==> src/rtl/acc_seq_pkg.sv <==
// Package: shared codes for the accumulator sequencer.
// Assumes the opcode field is 3 bits wide and sits just below the mode bit.
package acc_seq_pkg;

    localparam int OPC_W  = 3;
    localparam int STEP_W = 3;

    typedef enum logic [OPC_W-1:0] {
        OP_AND = 3'd0,
        OP_ADD = 3'd1,
        OP_LDA = 3'd2,
        OP_STA = 3'd3,
        OP_BUN = 3'd4,
        OP_BSA = 3'd5,
        OP_ISZ = 3'd6,
        OP_XTD = 3'd7
    } opcode_e;

    typedef enum logic [1:0] {
        ALU_AND  = 2'd0,
        ALU_ADD  = 2'd1,
        ALU_PASS = 2'd2,
        ALU_INC  = 2'd3
    } alu_op_e;

endpackage

==> src/rtl/acc_seq_step.sv <==
// Module: timing-step counter.
// Clear has priority over load, and load has priority over increment.
// Assumes at most one instruction runs 7 steps (0..6).
module acc_seq_step
    import acc_seq_pkg::*;
#(
    parameter int LAST_STEP = 6
) (
    input  logic              clk,
    input  logic              rst_n,
    input  logic              clr,
    input  logic              ld,
    input  logic [STEP_W-1:0] ld_val,
    input  logic              inc,
    output logic [STEP_W-1:0] step
);

    // Advance, jump or restart the step count.
    always_ff @(posedge clk) begin
        if (!rst_n)   step <= '0;
        else if (clr) step <= '0;
        else if (ld)  step <= ld_val;
        else if (inc) step <= step + 1'b1;
    end


    sc_range_chk: assert property (@(posedge clk) disable iff (!rst_n)
        step <= STEP_W'(LAST_STEP));

endmodule

==> src/rtl/acc_seq_decode.sv <==
// Module: instruction field decoder.
// Splits a word into the mode bit, the opcode and the address, and classifies it.
// Assumes DATA_W = ADDR_W + 4.
module acc_seq_decode
    import acc_seq_pkg::*;
#(
    parameter int ADDR_W = 12,
    localparam int DATA_W = ADDR_W + OPC_W + 1
) (
    input  logic [DATA_W-1:0] word,
    output logic              mode,
    output opcode_e           opc,
    output logic [ADDR_W-1:0] addr,
    output logic              is_mem,
    output logic              is_halt,
    output logic              is_xfer
);

    localparam logic [DATA_W-1:0] HALT_WORD = {1'b0, OP_XTD, {(ADDR_W-1){1'b0}}, 1'b1};

    // Field split and class of the word.
    always_comb begin
        mode    = word[DATA_W-1];
        opc     = opcode_e'(word[DATA_W-2:ADDR_W]);
        addr    = word[ADDR_W-1:0];
        is_mem  = (opc != OP_XTD);
        is_halt = (word == HALT_WORD);
        is_xfer = (opc == OP_XTD) && !is_halt;
    end

endmodule

==> src/rtl/acc_seq_alu.sv <==
// Module: accumulator ALU.
// Combinational. Produces a result word and the carry out of an add.
module acc_seq_alu
    import acc_seq_pkg::*;
#(
    parameter int DATA_W = 16
) (
    input  alu_op_e           op,
    input  logic [DATA_W-1:0] a,
    input  logic [DATA_W-1:0] b,
    output logic [DATA_W-1:0] y,
    output logic              carry
);

    logic [DATA_W:0] sum;

    // Select the result for the requested operation.
    always_comb begin
        sum   = {1'b0, a} + {1'b0, b};
        carry = 1'b0;
        unique case (op)
            ALU_AND:  y = a & b;
            ALU_ADD:  begin y = sum[DATA_W-1:0]; carry = sum[DATA_W]; end
            ALU_PASS: y = b;
            ALU_INC:  y = b + 1'b1;
            default:  y = b;
        endcase
    end

endmodule

==> src/rtl/acc_seq_core.sv <==
// Module: hardwired sequencer and datapath of a single-accumulator machine.
// Steps: 0 AR<-PC, 1 IR<-M PC++, 2 decode, 3 indirect read, 4..6 execute.
// Assumes memory read data is combinational from mem_addr and writes land at the edge.
module acc_seq_core
    import acc_seq_pkg::*;
#(
    parameter int ADDR_W = 12,
    localparam int DATA_W = ADDR_W + OPC_W + 1
) (
    input  logic              clk,
    input  logic              rst_n,
    output logic [ADDR_W-1:0] mem_addr,
    input  logic [DATA_W-1:0] mem_rdata,
    output logic [DATA_W-1:0] mem_wdata,
    output logic              mem_we,
    output logic              xfer_start,
    output logic [DATA_W-1:0] xfer_word,
    input  logic              xfer_done,
    output logic              halted,
    output logic [ADDR_W-1:0] pc_out,
    output logic [DATA_W-1:0] acc_out,
    output logic              e_out
);

    localparam logic [STEP_W-1:0] S_FETCH_A = 3'd0;
    localparam logic [STEP_W-1:0] S_FETCH_B = 3'd1;
    localparam logic [STEP_W-1:0] S_DECODE  = 3'd2;
    localparam logic [STEP_W-1:0] S_INDIR   = 3'd3;
    localparam logic [STEP_W-1:0] S_EX0     = 3'd4;
    localparam logic [STEP_W-1:0] S_EX1     = 3'd5;
    localparam logic [STEP_W-1:0] S_EX2     = 3'd6;

    logic [ADDR_W-1:0] pc, ar;
    logic [DATA_W-1:0] ir, dr, ac;
    logic              e_q, halted_q, wait_q, start_q;
    logic [STEP_W-1:0] step;

    logic              mode, is_mem, is_halt, is_xfer;
    opcode_e           opc;
    logic [ADDR_W-1:0] f_addr;

    alu_op_e           alu_op;
    logic [DATA_W-1:0] alu_y;
    logic              alu_c;

    logic run, at_dec, at_ex0, at_ex1, at_ex2;
    logic sc_clr, sc_ld, sc_inc, end_instr;

    acc_seq_decode #(.ADDR_W(ADDR_W)) u_dec (
        .word    (ir),
        .mode    (mode),
        .opc     (opc),
        .addr    (f_addr),
        .is_mem  (is_mem),
        .is_halt (is_halt),
        .is_xfer (is_xfer)
    );

    acc_seq_alu #(.DATA_W(DATA_W)) u_alu (
        .op    (alu_op),
        .a     (ac),
        .b     (dr),
        .y     (alu_y),
        .carry (alu_c)
    );

    acc_seq_step #(.LAST_STEP(6)) u_step (
        .clk    (clk),
        .rst_n  (rst_n),
        .clr    (sc_clr),
        .ld     (sc_ld),
        .ld_val (S_EX0),
        .inc    (sc_inc),
        .step   (step)
    );

    // Step qualifiers and the end-of-instruction decode.
    always_comb begin
        run    = !halted_q && !wait_q;
        at_dec = run && (step == S_DECODE);
        at_ex0 = run && (step == S_EX0);
        at_ex1 = run && (step == S_EX1);
        at_ex2 = run && (step == S_EX2);
        end_instr = (at_ex0 && (opc == OP_STA || opc == OP_BUN))
                 || (at_ex1 && (opc == OP_AND || opc == OP_ADD || opc == OP_LDA || opc == OP_BSA))
                 || (at_ex2 && (opc == OP_ISZ));
        sc_clr = end_instr || (at_dec && !is_mem);
        sc_ld  = at_dec && is_mem && !mode;
        sc_inc = run && !sc_clr && !sc_ld;
    end

    // ALU operation for the execute step that loads AC or bumps DR.
    always_comb begin
        unique case (opc)
            OP_AND:  alu_op = ALU_AND;
            OP_ADD:  alu_op = ALU_ADD;
            OP_ISZ:  alu_op = ALU_INC;
            default: alu_op = ALU_PASS;
        endcase
    end

    // Memory write port: data and enable per execute step.
    always_comb begin
        mem_we    = 1'b0;
        mem_wdata = ac;
        if (at_ex0 && opc == OP_STA) begin
            mem_we = 1'b1;
        end else if (at_ex0 && opc == OP_BSA) begin
            mem_we    = 1'b1;
            mem_wdata = {{(DATA_W-ADDR_W){1'b0}}, pc};
        end else if (at_ex2 && opc == OP_ISZ) begin
            mem_we    = 1'b1;
            mem_wdata = dr;
        end
    end

    // Address register: fetch address, effective address, subroutine link.
    always_ff @(posedge clk) begin
        if (!rst_n) ar <= '0;
        else if (run && step == S_FETCH_A) ar <= pc;
        else if (at_dec && is_mem) ar <= f_addr;
        else if (run && step == S_INDIR) ar <= mem_rdata[ADDR_W-1:0];
        else if (at_ex0 && opc == OP_BSA) ar <= ar + 1'b1;
    end

    // Program counter: fetch increment, branches, skip.
    always_ff @(posedge clk) begin
        if (!rst_n) pc <= '0;
        else if (run && step == S_FETCH_B) pc <= pc + 1'b1;
        else if (at_ex0 && opc == OP_BUN) pc <= ar;
        else if (at_ex1 && opc == OP_BSA) pc <= ar;
        else if (at_ex2 && opc == OP_ISZ && dr == '0) pc <= pc + 1'b1;
    end

    // Instruction register: loaded from memory in the second fetch step.
    always_ff @(posedge clk) begin
        if (!rst_n) ir <= '0;
        else if (run && step == S_FETCH_B) ir <= mem_rdata;
    end

    // Data register: operand capture and the increment of increment-skip.
    always_ff @(posedge clk) begin
        if (!rst_n) dr <= '0;
        else if (at_ex0 && (opc == OP_AND || opc == OP_ADD || opc == OP_LDA || opc == OP_ISZ))
            dr <= mem_rdata;
        else if (at_ex1 && opc == OP_ISZ) dr <= alu_y;
    end

    // Accumulator and carry: written only from the ALU.
    always_ff @(posedge clk) begin
        if (!rst_n) begin
            ac  <= '0;
            e_q <= 1'b0;
        end else if (at_ex1 && (opc == OP_AND || opc == OP_ADD || opc == OP_LDA)) begin
            ac <= alu_y;
            if (opc == OP_ADD) e_q <= alu_c;
        end
    end

    // Halt latch and the hand-off wait with its start pulse.
    always_ff @(posedge clk) begin
        if (!rst_n) begin
            halted_q <= 1'b0;
            wait_q   <= 1'b0;
            start_q  <= 1'b0;
        end else begin
            start_q <= at_dec && is_xfer;
            if (at_dec && is_halt) halted_q <= 1'b1;
            if (at_dec && is_xfer) wait_q <= 1'b1;
            else if (wait_q && xfer_done) wait_q <= 1'b0;
        end
    end

    assign mem_addr   = ar;
    assign xfer_start = start_q;
    assign xfer_word  = ir;
    assign halted     = halted_q;
    assign pc_out     = pc;
    assign acc_out    = ac;
    assign e_out      = e_q;


    reset_state_chk: assert property (@(posedge clk)
        !rst_n |=> (pc == '0 && ac == '0 && !e_q && !halted_q && step == '0));


    fetch_inc_chk: assert property (@(posedge clk) disable iff (!rst_n)
        (run && step == S_FETCH_B) |=> pc == $past(pc) + 1'b1);


    xfer_pulse_chk: assert property (@(posedge clk) disable iff (!rst_n)
        xfer_start |=> !xfer_start);


    xfer_hold_chk: assert property (@(posedge clk) disable iff (!rst_n)
        (wait_q && !xfer_done) |=> ($stable(pc) && $stable(ac) && $stable(e_q)));


    halt_hold_chk: assert property (@(posedge clk) disable iff (!rst_n)
        halted_q |=> (halted_q && $stable(pc) && !mem_we));


    we_step_chk: assert property (@(posedge clk) disable iff (!rst_n)
        mem_we |-> (step >= S_EX0));

endmodule

==> config.mk <==
export PLATFORM = sky130hd
export DESIGN_NAME = acc_seq_core
export DESIGN_NICKNAME = d
export VERILOG_FILES = /design/src/rtl/acc_seq_pkg.sv /design/src/rtl/acc_seq_step.sv /design/src/rtl/acc_seq_decode.sv /design/src/rtl/acc_seq_alu.sv /design/src/rtl/acc_seq_core.sv
export SDC_FILE = /design/constraint.sdc
export NUM_CORES = 1
export LEC_CHECK = 0
export BUFFER_PORTS_ARGS = -buffer_cell sky130_fd_sc_hd__buf_2
export CAP_MARGIN = 30
export CORE_ASPECT_RATIO = 0.6
export CORE_MARGIN = 5
export CORE_UTILIZATION = 45
export CTS_CLUSTER_SIZE = 20
export DETAILED_ROUTE_END_ITERATION = 7
export PLACE_DENSITY = 0.71
export SETUP_SLACK_MARGIN = 0.2
export SYNTH_ARGS = -nofsm -noshare
export SYNTH_HDL_FRONTEND = slang
export SYNTH_SLANG_ARGS = --single-unit
==> constraint.sdc <==
create_clock -name clk -period 2.7 [get_ports clk]
set_input_delay 0.135 -clock clk [delete_from_list [all_inputs] [get_ports clk]]
set_output_delay 0.135 -clock clk [all_outputs]
set_load 0.03 [all_outputs]
==> results.yml, run 1 <==
place:
  gp_congestion: 1.02
  dp_hpwl_mm: 17.1
  port_buffers: 94
  place_inst: 1048
clocking:
  clk_path_buf_depth: 2
  htreeDepth: 3
  cts-root-buf: "clkbuf_16"
  cts_tree: "done"
  clock_latency_ns: 0.35
  clkSinkCount: 79
  clk_transition_reported_paths_ns: 0.07
  cts_made_buffers: 9
pwr:
  leakagePower_nw: 3.01
  peakVddDrop_uv: 511
  total_power_mw: 6.33
  cellPowerDensity_nw_per_um2: 897
final_layout:
  finalNonFillerCells: 1069
  final_layout_size_suffix_gt1_share_pct: 21.2
  mostFrequentLayoutCells: "nand2_1 (112), buf_2 (94), nor2_1 (82)"
  final_common_cell: "nand2_1"
  num-nets-final: 939
  fillCellCount: 1213
  multi_input_area_um2: 4010
  regArea_um2: 1580
  antennaDiodeCount: 0
  syn2layout_area_growth_pct: 21.2
drt:
  ant_nets: 0
  vias: 6683
  drt-pass1-iter-count: 6
  via_per_inst: 6.25
  avgRoutedWirePerCell_um: 20.7
  routed_wirelength_mm: 22.1
  first_iter_violations: 703
  drc: 0
yosys:
  synth-seq-cells: 79
  yosysWarnings: 0
  syn-num-nets: 835
  syn_inst: 790
  syn-mean-instance-area_um2: 7.38
  synth_area_um2: 5830
  async_flop_share_pct: 0
  ys.flop_type: "dfxtp_1"
  yosysUniqueCellTypes: 79
  synth.yosys.seq_area_share_pct: 27.1
  synth_edf_count: 0
timing:
  finalHoldViolCount: 0
  fin_setup_tns_ns: 0
  period_minus_slack_ns: 2.38
  timing.fmax_ghz: 0.421
  worst_pin_slew_ns: 0.691
  finClkSkew_ns: 0.0103
  slew-limit-headroom_pct: 53.9
  finalMaxSlewViolations: 0
  setup_viol: 0
  rsz0062_at_grt: "false"
  min_period_over_period_pct: 88.0
status:
  status: "complete, no violations"
die:
  rows: 32
  die-area_um2: 15400
  start_util_pct: 45.6
  boundaryPins: 95
  core_um2: 12800
  die_y_um: 98.1
  fp.dieW_um: 157
worst_setup_path:
  worst_setup_path_start_kind: "flip-flop"
  critPathTopFamily: "compound AO/OA/AOI/OAI gates"
  required_ns: 2.94
  worstSetupStartpoint: "dr[3]"
  critPathBufInv: 0
  max_stage_delay_ns: 0.43
  crit_arrival_ns: 2.62
  crit_path_top_delay_cell: "ha_1"
  worstPathCellList: "ha_1 > nand3_1 > or2_2 > a21boi_2 > nor3_1 > o22ai_1 > o21ai_0 > o211a_1"
  regToRegEndpoint: "dr[5]"
  endpoint: "dr[5]"
  ff2ff_path_depth: 8
  worst_setup_path_end_kind: "flip-flop"
  crit_type: "reg2reg"
  reg2reg_from: "dr[3]"
  crit_fanout: 6
  r2r_slack_ns: 0.32
  worst-path-stages: 8
grt:
  grt_first_pass_wirelength_mm: 34.3
  grt_pass1_vias: 5893
  antenna_found_initial: 0
  grt_overflow: 0
  grt_max_degree: 34
  groute.usage.overall_pct: 28.1
flow_run:
  maxCapViolCount: 0
min_path:
  hold_class: "in2reg"
==> report_power, final <==
part / internal, mW / switching, mW / leakage, nW
registers: 1.40 / 0.362 / 0.642
clock network: 0.748 / 0.552 / 0.145
logic: 1.15 / 2.12 / 2.22
==> registers in the layout (all words and copies together) (netlist names) <==
signal       flops
dr              16
e_out            1
acc_out         16
pc_out          12
u_step.step      3
wait_q           1
halted           1
xfer_word       16
mem_addr        12
xfer_start       1
==> metrics by stage <==
step,instance area (µm²),util (%),hold slack (ns),setup WS [ns]
4_1_cts,6980,54.7,0.0337,0.201
2_1_floorplan,5830,-,0.236,0.260
6_report,7060,55.3,0.0385,0.324
3_3_place_gp,6650,52.1,0.330,0.305
5_1_grt,7060,55.3,0.0453,0.210
3_5_place_dp,6650,52.1,0.326,0.228
==> worst register-to-register path, stage by stage, from the launching register on <==
cell	delay [ns]
dfxtp_1	0.38
ha_1	0.43
nand3_1	0.12
or2_2	0.33
a21boi_2	0.27
nor3_1	0.09
o22ai_1	0.34
o21ai_0	0.17
o211a_1	0.15
==> area by class of cell <==
| cell class | instances | area share (%) |
|---|---|---|
| repair buffers | 148 | 12.6 |
| clock inverters | 6 | 0.957 |
| inverters | 17 | 0.903 |
| well taps | 170 | 3.01 |
| flip-flops and latches | 79 | 22.4 |
| clock buffers | 10 | 3.38 |
| multi-input cells | 639 | 56.7 |
==> routing by layer <==
layer | global-route usage, % | vias up | routed length (µm)
li1 | - | 3127 | -
met1 | 45.4 | 3076 | 10300
met2 | 35.0 | 455 | 8240
met3 | 10.7 | 25 | 3320
met4 | 3.80 | 0 | 197
met5 | 0 | - | 0
==> Yosys cell counts (all sizes together), types with 6 or more instances <==
cell / instances / area [µm²]
nor2: 83 / 314
nand3: 25 / 135
clkbuf: 33 / 125
a211oi: 18 / 135
o22ai: 12 / 75.1
o221ai: 9 / 78.8
nand4: 10 / 62.6
and2: 8 / 50.1
a311oi: 8 / 76.3
a31oi: 13 / 81.3
a21oi: 77 / 385
and3: 11 / 68.8
inv: 15 / 56.3
xor2: 16 / 140
nor3: 20 / 105
o211ai: 13 / 103
mux2i: 20 / 200
xnor2: 19 / 166
nand2: 115 / 434
dfxtp: 79 / 1580
ha: 25 / 313
a22oi: 6 / 45.0
o21ai: 47 / 250
buf: 22 / 119
and4: 6 / 52.6
==> worst min-delay path by stage <==
stage	start	endpoint	slack [ns]	cells after the start
global route	mem_rdata[15]	xfer_word[15]	0.05	3
floorplan	xfer_done	wait_q	0.24	1
finish	mem_rdata[14]	xfer_word[14]	0.04	3
CTS	mem_rdata[14]	xfer_word[14]	0.03	3
global placement	xfer_done	wait_q	0.33	2
detailed placement	xfer_done	wait_q	0.33	2
==> timing repair <==
action,in CTS,in global routing
hold buffers,1,0
endpoints found under the setup margin,7,24
pin swaps,0,5
endpoints found under the hold margin,1,0
resized for setup,2,11
buffers inserted,0,4
==> kinds of logic (layout without fill, tap and decap cells) <==
group                    Yosys count  after routing  share of synthesized area, %
AO/OA/AOI/OAI                    247            247                          27.9
XOR/XNOR                          35             35                          5.26
adder cells (fa/ha/maj)           26             26                          5.71
buffers and inverters             72            181                          5.28
flip-flops                        79             79                          27.1
multiplexers                      20             20                          3.44
AND/OR/NAND/NOR                  311            311                          25.2
No activity file was read; power rests on OpenSTA's default activity.
==> run 2, diff against run 1 <==
==> constraint.sdc (replaced) <==
create_clock -name clk -period 2.7 [get_ports clk]
set_input_delay 0.54 -clock clk [delete_from_list [all_inputs] [get_ports clk]]
set_output_delay 0.54 -clock clk [all_outputs]
set_load 0.03 [all_outputs]
==> run 2 against run 1 <==
Die area stayed put. Non-clock buffer count is 5 higher. Register-to-register slack worse by 0.09 ns. Sequential power hardly changed. Global-route usage is 0.69 points higher. Clock-buffer cell count stayed put. Combinational power is 5% higher. Total power is 3.3% higher. Clock power is 4% higher. Critical path type is now reg2out.
==> results.yml, run 2 (synthesized netlist as in run 1, its figures left out) <==
status:
  status: "complete, no violations"
worst_setup_path:
  crit_fanout: 7
  ff2ff_path_depth: 8
  worst-path-stages: 7
  crit_arrival_ns: 1.97
  crit_type: "reg2out"
  crit_path_top_delay_cell: "or3_4"
  required_ns: 2.16
  worst_setup_path_end_kind: "output port"
  worst_setup_path_start_kind: "flip-flop"
  max_stage_delay_ns: 0.43
  critPathTopFamily: "simple AND/OR/NAND/NOR gates"
  worstPathCellList: "nor3b_4 > buf_6 > nand2_8 > or3_4 > nor2_1 > a21oi_2 > buf_4"
  critPathBufInv: 2
clocking:
  cts_made_buffers: 9
  clkSinkCount: 79
  postCtsHoldBufs: 0
  clk_transition_reported_paths_ns: 0.06
  cts_tree: "done"
  clk_path_buf_depth: 2
  htreeDepth: 3
  clock_latency_ns: 0.35
  cts-root-buf: "clkbuf_16"
pwr:
  peakVddDrop_uv: 436
  leakagePower_nw: 3.07
  cellPowerDensity_nw_per_um2: 882
final_layout:
  mostFrequentLayoutCells: "nand2_1 (111), buf_2 (83), nor2_1 (74), dfxtp_1 (74), a21oi_1 (69)"
  fillCellCount: 1183
  syn2layout_area_growth_pct: 27.3
  num-nets-final: 945
  finalNonFillerCells: 1075
  final_layout_size_suffix_gt1_share_pct: 25.9
  antennaDiodeCount: 0
  final_common_cell: "nand2_1"
timing:
  worst_pin_slew_ns: 0.680
  finClkSkew_ns: 0.0121
  period_minus_slack_ns: 2.51
  finalHoldViolCount: 0
  finalMaxSlewViolations: 0
  slew-limit-headroom_pct: 54.6
  min_period_over_period_pct: 93.1
  rsz0062_at_grt: "true"
  fin_ws_ns: 0.186
  fin_setup_tns_ns: 0
  timing.fmax_ghz: 0.398
  setup_viol: 0
place:
  place_inst: 1045
  post-place-ws_ns: 0.116
  port_buffers: 94
  dp_hpwl_mm: 17.0
  gp_congestion: 1.04
die:
  fp.dieW_um: 157
  core_um2: 12800
  die-area_um2: 15400
  rows: 32
  boundaryPins: 95
  die_y_um: 98.1
  start_util_pct: 45.6
min_path:
  hold_class: "in2reg"
  whs_path_depth: 2
flow_run:
  maxCapViolCount: 0
grt:
  groute.usage.overall_pct: 28.8
  grt_pass1_vias: 5947
  grt_overflow: 0
  grt_max_degree: 40
  antenna_found_initial: 0
  grt_first_pass_wirelength_mm: 35.0
drt:
  vias: 6795
  ant_nets: 0
  avgRoutedWirePerCell_um: 21.2
  drc: 0
  first_iter_violations: 1102
  via_per_inst: 6.32
  drt-pass1-iter-count: 6
  routed_wirelength_mm: 22.8
## run 2: cell count changes in the layout (fill, tap and decap cells not counted), sizes merged
cell / previous run / this run
buf: 147 / 152
dlygate4sd3: 1 / 0
or3: 4 / 5
bufinv: 1 / 2
clkinvlp: 2 / 1
clkbuf: 10 / 11
inv: 17 / 16
clkinv: 3 / 4
## run 2: layer usage
layer	global-route usage, %	vias up	share of wire (%)
met3	10.1	31	14
met5	0	-	0
met2	36.1	460	38
li1	-	3141	-
met4	5.13	0	1.3
met1	46.4	3163	46
## run 2: area by class of cell
type                       instances  area [µm²]  area share, %
clock buffer                      10         229           3.09
sequential                        79        1590           21.4
inverter                          17        63.8          0.860
multi-input combinational        640        4210           56.7
timing repair buffer             153        1020           13.7
tap                              170         213           2.87
clock inverter                     6        93.8           1.27
## run 2: repair_timing
item	4_1_cts	5_1_grt
resized for setup	22	61
buffers inserted	3	9
cloned	1	1
hold endpoints to repair	0	0
setup endpoints to repair	17	26
pin swaps	1	12
## run 2: final timing paths
check	from	to	slack [ns]
setup / recovery	u_step.step[2]	mem_wdata[6]	0.19
hold / removal	xfer_done	wait_q	0.38
setup reg to reg	xfer_word[13]	dr[5]	0.23
hold reg to reg	xfer_word[1]	xfer_word[1]	0.50
## run 2: stage by stage
| stage | instance area, µm² | power [mW] | hold slack (ns) | util (%) |
|---|---|---|---|---|
| after detailed placement | 6660 | 4.85 | 0.489 | 52.1 |
| final | 7420 | 6.54 | 0.384 | 58.1 |
| after CTS | 7110 | 6.29 | 0.374 | 55.7 |
| after global routing | 7420 | 6.87 | 0.381 | 58.1 |
| after global placement | 6660 | 4.84 | 0.482 | 52.1 |
| after floorplan | 5860 | 3.86 | 0.472 | - |
## run 2: power breakdown
part	leakage [nW]	internal (mW)	total [mW]	switching (mW)
sequential	0.644	1.41	1.78	0.372
clock	0.153	0.817	1.35	0.528
combinational	2.27	1.23	3.42	2.19
total	3.07	3.45	6.54	3.09
